`config.mk`:
```
export PLATFORM = sky130hd
export DESIGN_NAME = mgmt_cmd_engine
export DESIGN_NICKNAME = d
export VERILOG_FILES = /design/src/rtl/mgmt_cmd_pkg.sv /design/src/rtl/mgmt_cmd_seq.sv /design/src/rtl/mgmt_irq_stat.sv /design/src/rtl/mgmt_cmd_engine.sv
export SDC_FILE = /design/constraint.sdc
export NUM_CORES = 1
export LEC_CHECK = 0
export BUFFER_PORTS_ARGS = -buffer_cell sky130_fd_sc_hd__buf_2
export CELL_PAD_IN_SITES_DETAIL_PLACEMENT = 1
export CELL_PAD_IN_SITES_GLOBAL_PLACEMENT = 1
export CORE_ASPECT_RATIO = 0.9
export CORE_MARGIN = 1.5
export CORE_UTILIZATION = 32
export DETAILED_ROUTE_END_ITERATION = 7
export GPL_ROUTABILITY_DRIVEN = 1
export PLACE_DENSITY = 0.83
export RECOVER_POWER = 100
export SLEW_MARGIN = 20
export SYNTH_ARGS = -nofsm -noshare
export SYNTH_HDL_FRONTEND = slang
export SYNTH_SLANG_ARGS = --single-unit
```
`constraint.sdc`:
```
create_clock -name clk_i -period 2.1 [get_ports clk_i]
set_clock_uncertainty 0.15 [all_clocks]
set_input_delay 0.315 -clock clk_i [delete_from_list [all_inputs] [get_ports clk_i]]
set_output_delay 0.315 -clock clk_i [all_outputs]
set_load 0.01 [all_outputs]
```
`src/rtl/mgmt_cmd_pkg.sv`:
```
package mgmt_cmd_pkg;
  localparam int WORD_W    = 32;
  localparam int DATA_W    = 16;
  localparam int IDX_LSB   = 16;
  localparam int IDX_W     = 5;
  localparam int PADDR_LSB = 21;
  localparam int PADDR_W   = 5;
  localparam int WR_BIT    = 26;
  localparam int RD_BIT    = 27;
  localparam int BUSY_BIT  = 29;
  localparam int SEL_W     = 2;

  // defined bits of the command word: [27:0] and busy
  localparam logic [WORD_W-1:0] CMD_KEEP =
    ((WORD_W'(1) << (RD_BIT + 1)) - WORD_W'(1)) | (WORD_W'(1) << BUSY_BIT);

  typedef enum logic [1:0] {SEQ_IDLE, SEQ_ISSUE, SEQ_WAIT} seq_e;

  localparam logic [SEL_W-1:0] SEL_CMD  = 2'd0;
  localparam logic [SEL_W-1:0] SEL_STAT = 2'd1;
  localparam logic [SEL_W-1:0] SEL_MASK = 2'd2;
endpackage

```
`src/rtl/mgmt_cmd_seq.sv`:
```
module mgmt_cmd_seq
  import mgmt_cmd_pkg::*;
(
  input  logic              clk_i,
  input  logic              rst_ni,
  input  logic              cmd_we_i,
  input  logic [WORD_W-1:0] cmd_wdata_i,
  input  logic [DATA_W-1:0] phy_rdata_i,
  output logic [WORD_W-1:0] cmd_o,
  output logic              done_o,
  output logic              phy_req_o,
  output logic              phy_we_o,
  output logic [IDX_W-1:0]  phy_idx_o,
  output logic [DATA_W-1:0] phy_wdata_o
);
  seq_e              st_q;
  logic [WORD_W-1:0] cmd_q;
  logic              rd_f, wr_f;

  assign rd_f = cmd_q[RD_BIT];
  assign wr_f = cmd_q[WR_BIT];

  always_ff @(posedge clk_i or negedge rst_ni) begin
    if (!rst_ni) begin
      st_q  <= SEQ_IDLE;
      cmd_q <= '0;
    end else begin
      unique case (st_q)
        SEQ_IDLE: if (cmd_we_i) begin
          cmd_q <= cmd_wdata_i & CMD_KEEP;
          if (cmd_wdata_i[BUSY_BIT]) st_q <= SEQ_ISSUE;
        end
        SEQ_ISSUE: st_q <= SEQ_WAIT;
        SEQ_WAIT: begin
          cmd_q[BUSY_BIT] <= 1'b0;
          if (rd_f) cmd_q[DATA_W-1:0] <= phy_rdata_i;
          st_q <= SEQ_IDLE;
        end
        default: st_q <= SEQ_IDLE;
      endcase
    end
  end

  assign cmd_o       = cmd_q;
  assign done_o      = (st_q == SEQ_WAIT) ||
                       (st_q == SEQ_IDLE && cmd_we_i && !cmd_wdata_i[BUSY_BIT]);
  assign phy_req_o   = (st_q == SEQ_ISSUE) && (rd_f || wr_f);
  assign phy_we_o    = (st_q == SEQ_ISSUE) && wr_f && !rd_f;
  assign phy_idx_o   = cmd_q[IDX_LSB +: IDX_W];
  assign phy_wdata_o = cmd_q[DATA_W-1:0];

  a_r3_busy_in_flight: assert property (@(posedge clk_i) disable iff (!rst_ni)
    (st_q != SEQ_IDLE) |-> cmd_q[BUSY_BIT]);
  a_r3_busy_clears: assert property (@(posedge clk_i) disable iff (!rst_ni)
    (st_q == SEQ_WAIT) |=> !cmd_q[BUSY_BIT]);
  a_r4_merge: assert property (@(posedge clk_i) disable iff (!rst_ni)
    (st_q == SEQ_WAIT && rd_f) |=> (cmd_q[DATA_W-1:0] == $past(phy_rdata_i)));
  a_r6_read_wins: assert property (@(posedge clk_i) disable iff (!rst_ni)
    (phy_req_o && rd_f) |-> !phy_we_o);
  a_r10_hold: assert property (@(posedge clk_i) disable iff (!rst_ni)
    (st_q == SEQ_ISSUE) |=> $stable(cmd_q));
  a_r12_single_req: assert property (@(posedge clk_i) disable iff (!rst_ni)
    phy_req_o |=> !phy_req_o);
endmodule

```
`src/rtl/mgmt_irq_stat.sv`:
```
module mgmt_irq_stat (
  input  logic clk_i,
  input  logic rst_ni,
  input  logic done_set_i,
  input  logic stat_we_i,
  input  logic stat_wbit_i,
  input  logic mask_we_i,
  input  logic mask_wbit_i,
  output logic done_o,
  output logic mask_o,
  output logic irq_o
);
  logic done_q, mask_q;

  always_ff @(posedge clk_i or negedge rst_ni) begin
    if (!rst_ni) begin
      done_q <= 1'b0;
      mask_q <= 1'b0;
    end else begin
      if (done_set_i)                    done_q <= 1'b1;
      else if (stat_we_i && stat_wbit_i) done_q <= 1'b0;
      if (mask_we_i) mask_q <= mask_wbit_i;
    end
  end

  assign done_o = done_q;
  assign mask_o = mask_q;
  assign irq_o  = done_q & mask_q;

  a_r7_done_sets: assert property (@(posedge clk_i) disable iff (!rst_ni)
    done_set_i |=> done_o);
  a_r8_w1c: assert property (@(posedge clk_i) disable iff (!rst_ni)
    (stat_we_i && stat_wbit_i && !done_set_i) |=> !done_o);
  a_r8_w0_keeps: assert property (@(posedge clk_i) disable iff (!rst_ni)
    (done_o && !(stat_we_i && stat_wbit_i)) |=> done_o);
endmodule

```
`src/rtl/mgmt_cmd_engine.sv`:
```
module mgmt_cmd_engine
  import mgmt_cmd_pkg::*;
(
  input  logic              clk_i,
  input  logic              rst_ni,
  input  logic              host_wr_i,
  input  logic [SEL_W-1:0]  host_sel_i,
  input  logic [WORD_W-1:0] host_wdata_i,
  output logic [WORD_W-1:0] host_rdata_o,
  output logic              irq_o,
  output logic              phy_req_o,
  output logic              phy_we_o,
  output logic [IDX_W-1:0]  phy_idx_o,
  output logic [DATA_W-1:0] phy_wdata_o,
  input  logic [DATA_W-1:0] phy_rdata_i
);
  logic [WORD_W-1:0] cmd;
  logic done_pulse, done_st, mask_st;
  logic cmd_we, stat_we, mask_we;

  assign cmd_we  = host_wr_i && (host_sel_i == SEL_CMD);
  assign stat_we = host_wr_i && (host_sel_i == SEL_STAT);
  assign mask_we = host_wr_i && (host_sel_i == SEL_MASK);

  mgmt_cmd_seq u_seq (
    .clk_i       (clk_i),
    .rst_ni      (rst_ni),
    .cmd_we_i    (cmd_we),
    .cmd_wdata_i (host_wdata_i),
    .phy_rdata_i (phy_rdata_i),
    .cmd_o       (cmd),
    .done_o      (done_pulse),
    .phy_req_o   (phy_req_o),
    .phy_we_o    (phy_we_o),
    .phy_idx_o   (phy_idx_o),
    .phy_wdata_o (phy_wdata_o)
  );

  mgmt_irq_stat u_irq (
    .clk_i       (clk_i),
    .rst_ni      (rst_ni),
    .done_set_i  (done_pulse),
    .stat_we_i   (stat_we),
    .stat_wbit_i (host_wdata_i[0]),
    .mask_we_i   (mask_we),
    .mask_wbit_i (host_wdata_i[0]),
    .done_o      (done_st),
    .mask_o      (mask_st),
    .irq_o       (irq_o)
  );

  always_comb begin
    unique case (host_sel_i)
      SEL_CMD:  host_rdata_o = cmd;
      SEL_STAT: host_rdata_o = {{(WORD_W-1){1'b0}}, done_st};
      SEL_MASK: host_rdata_o = {{(WORD_W-1){1'b0}}, mask_st};
      default:  host_rdata_o = '0;
    endcase
  end

  a_r9_irq_gated: assert property (@(posedge clk_i) disable iff (!rst_ni)
    irq_o |-> (u_irq.mask_o && u_irq.done_o));
  a_r1_reserved_zero: assert property (@(posedge clk_i) disable iff (!rst_ni)
    (cmd & ~CMD_KEEP) == '0);
endmodule

```
==> results.cfg <==
[global_route]
grt_pass1_vias = 1866
grt_use_total_pct = 17.4
gr-total-overflow = 0
antenna_found_initial = 0
grt_max_degree = 34
grt_pass1_wl_um = 9050

[setup_path]
cp_top_family = flip-flops
cp_data_arrival_time_ns = 1.43
critPathLaunchType = register
slowest_delay_ns = 0.39
cp.required_ns = 1.63
crit_slowest_cell = dfrtp_1
end_kind = output port
regToRegSetupSlack_ns = 0.26
ff2ff_path_depth = 4
crit_chain = buf_4 -> nor2b_1 -> and3b_1 -> clkbuf_1
worstPathMaxFanout = 20
worstReg2RegStart = u_seq.st_q[1]
crit_type = reg -> out
path_buf_inv = 2
rr_endpoint = u_seq.cmd_o[23]

[clock_tree]
htree_levels = 2
cts_sinks = 33
clockBufferDepth = 2
clk_pin_slew_ns = 0.08
ctsHoldBuffers = 1
cts_inserted_buffers = 5
cts_resized = 0
cts_tree = done
root_buffer = clkbuf_8
post-cts-setup-buffers = 0
clk_latency_ns = 0.29

[place]
numPortBuffers = 102
place_area_sq_um = 2430
gp_congestion = 0.784
dpl.hpwl_um = 4190
placed_cells = 346

[floorplan]
fp.dieW_um = 86.5
start_util_pct = 33.0
placementRows = 27
die_y_um = 78.2
die_area_sq_um = 6760
ios = 109
core_sq_um = 6080

[logic_synthesis]
yosys_warnings = 0
synth_seq_cells = 33
synth_fa_ha_area_share_pct = 0
synthMuxAreaShare_pct = 16.3
synthCells = 201
synth-simple-area-share_pct = 20.0
synth-compound-area-share_pct = 6.79
synth_xor_area_share_pct = 0
synth_cell_type_count = 26
synth_seq_area_share_pct = 41.1
avgSynthCellArea_sq_um = 10.0
netlist_area_sq_um = 2010
synth_top_family_by_area = simple AND/OR/NAND/NOR gates

[layout]
final_cell_mix = buf_2, clkbuf_1, dfrtp_1
instances_no_fill = 355
design_area_sq_um = 2490
antenna_cells = 0
syn_to_final_growth_pct = 24.0
final_nets = 335
drive_gt1_share_pct = 29.7
nFillCells = 753
final_common_cell = buf_2

[min_path]
hold_end = u_seq.cmd_o[25]
hold_class = in -> reg
whs_path_depth = 2
hold_start = host_wdata_i[25]

[sta]
rsz0062_at_grt = false
fmax_mhz = 528
fin_crit_sh_pct = 90.2
finalCriticalPeriod_ns = 1.90
slew_headroom_pct = 42.8
finalHoldViolCount = 0
tightest_slew_ns = 0.858
setup_viol = 0
setup_tns_ns = 0
maxSlewViolCount = 0

[status]
status = finished, final reports clean

[drt]
detail-route-antenna-nets = 0
vias = 1707
wl_um = 5640
wl_per_cell_um = 15.9
first_pass_iters = 4
drt_iter0_markers = 42
via_per_inst = 4.81
drc_errors = 0

[power]
leakage_nw = 1.16
max-vdd-ir-drop_v = 0.000398
power.density_nw_per_um2 = 714

[job]
drv_cap = 0
power breakdown:
group	leakage [nW]	internal, mW	switching, mW
Clock	0.0543	0.355	0.257
Combinational	0.686	0.175	0.207
Sequential	0.423	0.727	0.0575
worst max-delay path by stage:
| stage | start | endpoint | slack, ns | cells past startpoint |
|---|---|---|---|---|
| finish | u_seq.st_q[1] | phy_we_o | 0.20 | 4 |
| global route | u_seq.st_q[1] | phy_we_o | 0.07 | 4 |
| detailed placement | u_seq.st_q[1] | u_seq.cmd_o[10] | 0.28 | 4 |
| CTS | u_seq.st_q[1] | phy_we_o | 0.22 | 4 |
| global placement | host_sel_i[0] | u_seq.cmd_o[1] | 0.33 | 5 |
| floorplan | u_seq.st_q[1] | u_seq.cmd_o[0] | 0.34 | 4 |
stage by stage:
stage	hold WS (ns)	util, %	setup WS (ns)	total power, mW
finish	0.0987	41.0	0.205	1.78
global route	0.0936	41.0	0.0682	1.88
CTS	0.0901	42.1	0.217	1.83
detailed placement	0.295	40.0	0.276	1.21
global placement	0.287	40.0	0.329	1.19
floorplan	-0.131	-	0.337	1.08
cell families (layout without fill, tap and decap cells):
logic type / count (synthesis) / in the layout
other cells: 1 / 3
compound gates: 20 / 20
buf+inv: 55 / 135
mux: 31 / 31
flops: 33 / 33
simple gates: 61 / 61
final cells by class:
type	instances	area [sq um]	area share [%]
multi-input combinational	115	875	35.1
sequential	33	826	33.1
inverter	17	63.8	2.56
clock buffer	5	68.8	2.76
timing repair buffer	110	522	20.9
clock inverter	3	46.3	1.86
tap	72	90.1	3.62
state kept, by name, indices dropped and copies added, names as in the netlist:
signal	flops
u_seq.cmd_o	29
u_irq.mask_o	1
u_irq.done_o	1
u_seq.st_q	2
Yosys cell counts:
cell type	number	area, sq um
a21oi_4	1	16.3
a31oi_1	16	100
and2_1	14	87.6
and3b_1	17	149
buf_1	2	7.51
buf_12	1	20.0
buf_2	1	5.00
buf_4	24	180
clkbuf_1	10	37.5
conb_1	1	3.75
dfrtp_1	33	826
inv_1	17	63.8
mux2_2	13	146
mux2i_1	18	180
nand2_1	5	18.8
nand2_2	1	6.26
nand4b_1	1	8.76
nor2_1	3	11.3
nor2b_1	2	12.5
nor3_1	15	75.1
nor3b_2	1	12.5
o211ai_1	1	7.51
o21a_1	1	7.51
o21ai_0	1	5.00
or2b_1	1	7.51
or4b_4	1	13.8
metal layers:
metal,routed length (um),vias up,GRT usage [%]
met3,321,4,4.31
met4,29,0,3.87
met2,2870,63,31.4
li1,-,819,-
met1,2420,821,20.7
met5,0,-,0
Power figures use the tool's default switching activity.
